==> src/rtl/bus_wake_matcher.sv <==
module bus_wake_matcher #(
  parameter int D0_CYC   = 400,
  parameter int IDLE_CYC = 400,
  parameter int INT_CYC  = 60,
  parameter int WIN_CYC  = 20000
) (
  input  logic clk,
  input  logic rst_n,
  input  logic en,
  input  logic bus_dom,
  input  logic bus_rec,
  output logic wake
);

  localparam int TMAX = (D0_CYC > IDLE_CYC) ? D0_CYC : IDLE_CYC;
  localparam int CW   = $clog2(TMAX + 1);
  localparam int GW   = $clog2(INT_CYC + 1);
  localparam int WW   = $clog2(WIN_CYC + 1);

  logic [1:0]    ph;
  logic [CW-1:0] cnt;
  logic [GW-1:0] gap;
  logic [WW-1:0] win;
  logic          wake_q;

  wire dom     = bus_dom & ~bus_rec;
  wire rec     = bus_rec & ~bus_dom;
  wire match   = ph[0] ? rec : dom;
  wire busy    = (ph != 2'd0) || (cnt != '0);
  wire [CW-1:0] thr = ph[0] ? CW'(IDLE_CYC) : CW'(D0_CYC);
  wire qual    = cnt >= thr;
  wire gap_end = gap == GW'(INT_CYC - 1);
  wire win_out = win >= WW'(WIN_CYC);
  wire done    = (ph == 2'd3) && match && (cnt >= thr - CW'(1));

  assign wake = wake_q;

  always_ff @(posedge clk) begin
    if (!rst_n) begin
      ph <= '0; cnt <= '0; gap <= '0; win <= '0; wake_q <= 1'b0;
    end else begin
      wake_q <= 1'b0;
      if (busy && win_out) begin
        ph <= '0; cnt <= '0; gap <= '0; win <= '0;
      end else if (busy && done) begin
        wake_q <= en;
        ph <= '0; cnt <= '0; gap <= '0; win <= '0;
      end else if (!busy) begin
        if (dom) begin
          cnt <= CW'(1);
          win <= WW'(1);
        end
      end else begin
        win <= win + WW'(1);
        if (match) begin
          gap <= '0;
          if (!qual) cnt <= cnt + CW'(1);
        end else if (gap_end) begin
          gap <= '0;
          if (qual && ph != 2'd3) begin
            ph  <= ph + 2'd1;
            cnt <= CW'(INT_CYC);
          end else begin
            ph <= '0; cnt <= '0; win <= '0;
          end
        end else begin
          gap <= gap + GW'(1);
        end
      end
    end
  end

  a_r1_single_pulse: assert property (@(posedge clk) disable iff (!rst_n)
    wake |=> !wake);
  a_r6_enable_gate: assert property (@(posedge clk) disable iff (!rst_n)
    wake |-> $past(en));
  a_r2_ends_recessive: assert property (@(posedge clk) disable iff (!rst_n)
    wake |-> $past(rec));
  a_r5_inside_window: assert property (@(posedge clk) disable iff (!rst_n)
    wake |-> $past(win) < WW'(WIN_CYC));
  a_r4_gap_bounded: assert property (@(posedge clk) disable iff (!rst_n)
    gap < GW'(INT_CYC));
  a_r8_back_to_search: assert property (@(posedge clk) disable iff (!rst_n)
    wake |-> (ph == 2'd0 && cnt == '0 && win == '0));

endmodule

==> config.mk <==
export PLATFORM = sky130hd
export DESIGN_NAME = bus_wake_matcher
export DESIGN_NICKNAME = d
export VERILOG_FILES = /design/src/rtl/bus_wake_matcher.sv
export SDC_FILE = /design/constraint.sdc
export NUM_CORES = 1
export LEC_CHECK = 0
export BUFFER_PORTS_ARGS = -buffer_cell sky130_fd_sc_hd__buf_2
export CAP_MARGIN = 20
export CORE_MARGIN = 4
export CORE_UTILIZATION = 40
export DETAILED_ROUTE_END_ITERATION = 16
export GPL_TIMING_DRIVEN = 0
export MAX_ROUTING_LAYER = met4
export PLACE_DENSITY = 0.56
export SYNTH_ARGS = -nofsm -noshare
export SYNTH_HDL_FRONTEND = slang
export SYNTH_SLANG_ARGS = --single-unit
==> constraint.sdc <==
create_clock -name clk -period 2.4 [get_ports clk]
set_input_delay 0 -clock clk [delete_from_list [all_inputs] [get_ports clk]]
set_output_delay 0 -clock clk [all_outputs]
set_load 0.05 [all_outputs]
After elaboration in Yosys (flattened, before gate mapping)
Index checks and enable logic that the tools add are counted.

word-level totals
  output and inout bits = 1
  input bits = 5
  register bits = 33
  word-level logic and storage cells = 52

operators by class
  bitwise operators = 7
  reduce and logical (&&, ||, !) cells = 13
  add/subtract/negate cells = 4
  magnitude comparators = 3
  equality and inequality tests = 5
  mux-type cells = 15

operator list
  kind                                                              number
  15-bit 2-to-1 mux                                                 5
  9-bit 2-to-1 mux                                                  5
  9-bit >= comparator (second input constant)                       2
  6-bit 2-to-1 mux                                                  3
  15-bit by 1-bit adder with 15-bit output (second input constant)  1
  15-bit >= comparator (second input constant)                      1
  9-bit by 1-bit adder with 9-bit output (second input constant)    1
  9-bit nonzero test                                                1
  6-bit by 1-bit adder with 6-bit output (second input constant)    1
  6-bit == test (second input constant)                             1
  3-bit AND reduction                                               2
  3-bit OR reduction                                                2
  1-bit logical AND                                                 5
  1-bit inverter                                                    5
  2-bit nonzero test                                                2
  3-bit by 2-bit != test with 1-bit output (second input constant)  1
  3-bit != test (second input constant)                             1
  2-bit by 1-bit adder with 2-bit output (second input constant)    1
  1-bit bitwise AND                                                 2
  2-bit == test (second input constant)                             1
  2-bit 2-to-1 mux                                                  1
  2-bit != test (second input constant)                             1
  1-bit logical OR                                                  1
  1-bit 2-to-1 mux                                                  1

Logic depth before layout (Yosys ltp)
Gate-level depths: netlist of the first run.

  word-level depth = 8
  depth in mapped cells = 9
  mapped depth without buffers = 7

Worst setup path after synthesis of the first run
Ideal clock, no wire load.

  path type = register to register
  from = register cnt[4]
  to = register win[9]
  clock period less this slack = 1987 ps
  stages on the path, launching flop included = 7
  data required time = 2274 ps
  buffers on the path = 1
  path slack = 413 ps
  library setup time = 126 ps
  data arrival time = 1861 ps
  path through = dfxtp_1 -> or3_4 -> nor3_1 -> a21oi_1 -> clkbuf_1 -> a41oi_1 -> a211oi_2

between the ends
  word-level cells in the longest chain between the ends = 6
  elaborated cells between the ends (all ways) = 14
  those cells by class = order compare (2); mux (4); reduce/logical (8)

ends and longest elaborated chain
  element                 line  source
  start, declared         21    logic [CW-1:0] cnt;
  start signal, assigned  57    if (!qual) cnt <= cnt + CW'(1);
  start signal, assigned  62    cnt <= CW'(INT_CYC);
  9-bit >= comparator     31    wire qual = cnt >= thr;
  1-bit logical AND       60    if (qual && ph != 2'd3) begin
  15-bit 2-to-1 mux       60
  15-bit 2-to-1 mux       58    end else if (gap_end) begin
  15-bit 2-to-1 mux       55    if (match) begin
  15-bit 2-to-1 mux       48    end else if (!busy) begin
  end signal, assigned    54    win <= win + WW'(1);
  end, declared           23    logic [WW-1:0] win;

Several ways; a longest one is shown, not always the timed one.
A chain may end at the register's enable or synchronous reset.

Final worst setup path of the first run
  from = register cnt[7]
  to = register win[11]

The elaborated chain is that of the path after synthesis.

==> results.toml, run 1 <==
[status]
status = "finished clean"

[critical_path]
worstSetupPathType = "flip-flop to flip-flop"
critPathMaxStageDelay_ps = 460
slowest_stage = "dfxtp_1"
path_buf_inv = 1
critPathRequiredTime_ps = 2600
cp_max_fo = 10
endpoint_kind = "flip-flop"
crit_chain = "o311a_1, nand2b_1, a21oi_1, clkbuf_2, o21ai_0, a311oi_1"
cp_data_arrival_time_ps = 2450
cp_top_family = "compound AO/OA/AOI/OAI gates"
critPathLaunchType = "flip-flop"

[final_layout]
multi_input_area_mm2 = 0.00122
final_common_cell = "nand2_1"
final-seq-area_um2 = 661
antenna_cells = 0
fillers = 486
layout_common_cells = "34 x nand2_1, 33 x dfxtp_1, 25 x a21oi_1"
design_area_mm2 = 0.00221
area_growth_pct = 13.0
drive_gt1_share_pct = 11.4
fin_nets = 284

[power_and_ir_drop]
p_comb_share_pct = 10.6
power.total_w = 0.00125
total_leakage_power_nw = 0.737
power.clock.fraction_pct = 44.4
swShare_pct = 25.0
power_frac_seq_pct = 45.0
power_switching_w = 0.000312
powerDensity_mw_per_mm2 = 564
p_int_w = 0.000936
vdd_ir_drop_max_uv = 215

[drt]
avgViaCountPerCell = 5.58
postRouteAntennaNets = 0
wl_per_cell_um = 14.3
wl_um = 4880
drc = 0
first_iter_violations = 179
num_vias = 1896
dr.pass1.iters = 4

[clocking]
insertion_delay_ps = 290
cts_root_buffer = "clkbuf_8"
cts_buffer_depth = 2
clk_pin_slew_worst_paths_ps = 70
post_cts_buffers = 0
cts.htree.levels = 2
cts_tree = "done"
cts_buffers = 5
cts_sinks = 33

[run]
drv_cap = 0

[sta]
setup_viol_count_final = 0
finalWorstSetupSlack_ps = 152
max_freq_ghz = 0.445
fin_worst_skew_ps = 6.75
tightest_slew_ps = 703
timing.slew.headroom_pct = 52.7
hold_ws_ps = 68.7
hold_viol = 0
period_minus_slack_ps = 2250
fin_crit_sh_pct = 93.7
rsz0062_at_grt = "no"
slew_violations = 0

[global_route]
antenna_found_initial = 0
grt_overflow = 0
grt_pass1_vias = 1658
grt_pass1_wl_um = 8330
track_usage_pct = 17.4
grt_max_degree = 11

[placement]
gp_congestion = 0.843
numPortBuffers = 5
dp_slack_ps = -106
hpwlAfterDp_um = 3470
post_dp_cell_area_mm2 = 0.00207

[floorplan]
rows = 25
dieArea_mm2 = 0.00609
die_h_um = 78.0
coreArea_mm2 = 0.00472
dieWidth_um = 78.0
pin_count = 6
start_util_pct = 41.5

[yosys]
synth_area_per_cell_um2 = 7.57
synthFlopType = "dfxtp_1"
synthArstFlopShare_pct = 0
postSynthCellCount = 259
synth_edf_count = 0
ys_seq_area_share_pct = 33.7
synth_area_mm2 = 0.00196
ys_seq_elements = 33
synth_cell_types = 45
syn_nets = 271
synth-warning-count = 0

[hold_path]
min_path_type = "input port to flip-flop"
-- final timing paths --
path	startpoint	endpoint	slack, ps	cells past startpoint
max	cnt[7]	win[11]	150	6
min reg2reg	gap[5]	gap[5]	460	2
max reg2reg	cnt[7]	win[11]	150	6
min	rst_n	wake	70	4
-- state kept, by name, indices dropped and copies added (netlist names) --
| register | cells |
|---|---|
| cnt | 9 |
| wake | 1 |
| ph | 2 |
| gap | 6 |
| win | 15 |
-- cell usage after synthesis, types with 5 or more instances --
master	n	area, µm²
nor4_1	5	31.3
a21oi_1	25	125
nand3_1	18	90.1
nand3b_1	5	37.5
nor2_1	22	82.6
nand2_1	35	131
inv_1	12	45.0
nand2b_1	5	31.3
ha_1	7	87.6
nor3_1	11	55.1
o21ai_0	14	70.1
a31oi_1	10	62.6
dfxtp_1	33	661
-- metal layers --
layer	vias to the layer above	wire length (µm)	track usage [%]	share of wire, %
met5	-	0	-	0
met4	0	60	4.72	1.2
met3	8	255	4.01	5.2
met2	54	2030	23.9	42
met1	853	2530	25.5	52
li1	981	-	-	-
-- cells by family (layout without fill, tap and decap cells) --
| family | after synthesis | count (layout) | share of synthesized area [%] |
|---|---|---|---|
| buf+inv | 21 | 35 | 4.79 |
| xor+xnor | 1 | 1 | 0.447 |
| simple gates | 127 | 127 | 33.2 |
| compound gates | 70 | 70 | 23.4 |
| flops | 33 | 33 | 33.7 |
| fa+ha+maj | 7 | 7 | 4.47 |
-- area by class of cell --
class	instances	share of cell area (%)
Timing Repair Buffer	6	1.58
Sequential cell	33	29.8
Buffer	9	2.43
Clock buffer	7	3.90
Tap cell	67	3.79
Multi-Input combinational cell	205	55.1
Inverter	12	2.03
Clock inverter	1	1.36
-- worst reg2reg max path, stage by stage (launching register included) --
cell,delay [ps]
dfxtp_1,460
o311a_1,430
nand2b_1,280
a21oi_1,330
clkbuf_2,280
o21ai_0,120
a311oi_1,260
-- per-stage QoR --
step | TNS (ps) | util [%] | std cells
3_3_place_gp | -665 | 43.8 | 331
3_5_place_dp | -368 | 43.8 | 331
4_1_cts | 0 | 46.7 | 340
5_1_grt | 0 | 46.9 | 340
2_1_floorplan | 0 | - | 259
6_report | 0 | 46.9 | 340
-- power by group through the flow --
stage	sequential (W)	combinational (W)	clock (W)
after floorplan	0.000573	0.0000927	0
after global placement	0.000574	0.000130	0
after detailed placement	0.000574	0.000129	0
after CTS	0.000561	0.000132	0.000568
after global routing	0.000562	0.000146	0.000596
final	0.000562	0.000132	0.000555
-- what timing repair did --
| action | 4_1_cts | 5_1_grt |
|---|---|---|
| gates resized for setup | 2 | 6 |
| hold endpoints to repair | 1 | 0 |
| hold buffers | 1 | 0 |
| cloned | 0 | 0 |
| setup endpoints to repair | 11 | 7 |
Power figures use the tool's default switching activity.
==> inputs of run 2 (changes only) <==
- ABC_AREA: not set -> 1
- CORE_MARGIN: 4 -> 1
- SLEW_MARGIN: not set -> 25
==> results.toml, run 2 <==
[status]
status = "finished clean"

[yosys]
synthTopCellsByCount = "106 x nand2_1, 45 x nor2_1, 35 x inv_1"
synth_area_mm2 = 0.00222
syn_nets = 366
synth_top_cell_area_share_pct = 29.7
ys_seq_area_share_pct = 29.7
synth_area_per_cell_um2 = 6.28
netlist_top_cells_area = "dfxtp_1 30%, nand2_1 18%, nor2_1 7.6%"
yosysMostFrequentCell = "nand2_1"
synthFlopType = "dfxtp_1"
postSynthCellCount = 354
synth_cell_types = 30
synth_edf_count = 0
synth-warning-count = 0
synthArstFlopShare_pct = 0
synth_area_leader_cell = "dfxtp_1"
ys_seq_elements = 33

[placement]
gp_congestion = 0.886
numPortBuffers = 5
post_dp_cell_area_mm2 = 0.00234
hpwlAfterDp_um = 4080

[clocking]
post_cts_buffers = 0
clk_pin_slew_worst_paths_ps = 70
cts.htree.levels = 2
cts_buffer_depth = 2
cts_sinks = 33
cts_buffers = 5
insertion_delay_ps = 280
cts_resized = 0
cts_root_buffer = "clkbuf_8"
cts_tree = "done"
hold_buffers = 1

[sta]
slew_violations = 0
setup_viol_count_final = 0
max_freq_ghz = 0.554
timing.slew.headroom_pct = 72.2
fin_crit_sh_pct = 75.2
hold_ws_ps = 28.5
rsz0062_at_grt = "no"
hold_viol = 0
tightest_slew_ps = 415
fin_worst_skew_ps = 4.81
fin_tns_setup_ps = 0
period_minus_slack_ps = 1810

[drt]
drc = 0
wl_per_cell_um = 12.4
num_vias = 2109
postRouteAntennaNets = 0
dr.pass1.iters = 4
wl_um = 5400
first_iter_violations = 142
avgViaCountPerCell = 4.84

[floorplan]
coreArea_mm2 = 0.00524
dieWidth_um = 76.6
dieArea_mm2 = 0.00586
pin_count = 6
start_util_pct = 42.5
die_h_um = 76.6
rows = 26

[final_layout]
design_area_mm2 = 0.00242
final_common_cell = "nand2_1"
layout_common_cells = "106 x nand2_1, 45 x nor2_1, 35 x inv_1"
area_growth_pct = 8.84
drive_gt1_share_pct = 15.6
top_regs = "win: 15 flops, cnt: 9 flops, gap: 6 flops"
fin_util_pct = 46.2
fin_nets = 379
largest_reg_flops = 15
largest_register = "win"
antenna_cells = 0

[global_route]
antenna_found_initial = 0
grt_pass1_vias = 1964
grt_pass1_wl_um = 9430
grt_overflow = 0
grt_max_degree = 11
track_usage_pct = 21.0

[power_and_ir_drop]
power_switching_w = 0.000834
power.total_w = 0.00187
powerDensity_mw_per_mm2 = 774
power_frac_seq_pct = 36.0
power.clock.fraction_pct = 21.0
total_leakage_power_nw = 1.05
p_int_w = 0.00104
swShare_pct = 44.5
p_comb_share_pct = 43.0
vdd_ir_drop_max_uv = 333

[critical_path]
critPathRequiredTime_ps = 2580
worstSetupPathType = "flip-flop to flip-flop"
cp_data_arrival_time_ps = 1980
endpoint_kind = "flip-flop"
r2r_cells = 9
cp_max_fo = 10
critPathLaunchType = "flip-flop"

[hold_path]
hold_depth = 3
min_path_type = "input port to flip-flop"

[run]
drv_cap = 0
-- run 2: cell families after synthesis --
kind of cell               Yosys count  synth area share [%]
AOI/OAI and AO/OA                   40                  10.6
adders and majority gates            7                  3.94
and+or+nand+nor                    208                  41.5
xor gates and xnor gates             8                  3.15
DFF                                 33                  29.7
buffers and inverters               58                  11.1
-- run 2: final cells by class --
type	count	area, µm²
fill	570	2820
multi-input combinational	263	1320
sequential	33	661
inverter	54	208
tap	70	87.6
clock buffer	5	68.8
buffer	4	38.8
timing repair buffer	6	35.0
clock inverter	1	5.00
-- run 2: critical path, cell delays in order (launching register included) --
cell and delay [ps]:
dfxtp_1 390, ha_1 230, nand3_1 110, nor2_2 170, inv_1 110, nand3_2 170
nand3_1 140, buf_4 200, a21oi_1 120, nor2_1 60
-- run 2: power groups by stage --
stage	Clock (W)	Sequential, W	Combinational, W
2_1_floorplan	0	0.000670	0.000597
3_3_place_gp	0	0.000686	0.000796
3_5_place_dp	0	0.000686	0.000798
4_1_cts	0.000413	0.000676	0.000805
5_1_grt	0.000433	0.000689	0.000911
6_report	0.000394	0.000674	0.000805
-- run 2: final timing paths --
| check | start | endpoint | slack, ps |
|---|---|---|---|
| setup reg to reg | gap[0] | cnt[4] | 590 |
| hold reg to reg | gap[1] | gap[1] | 490 |
| setup / recovery | gap[0] | cnt[4] | 590 |
| hold / removal | rst_n | wake | 30 |
-- run 2: metrics by stage --
stage          worst slack (ps)  instances
2_1_floorplan               868        354
3_3_place_gp                613        429
3_5_place_dp                628        429
4_1_cts                     600        436
5_1_grt                     412        436
6_report                    594        436
-- run 2: metal layers --
metal	share of wire (%)	GRT usage, %	vias up
met5	0	-	-
met4	1.2	6.35	0
met3	2.5	3.59	7
met2	42	31.7	21
met1	54	28.4	943
li1	-	-	1138
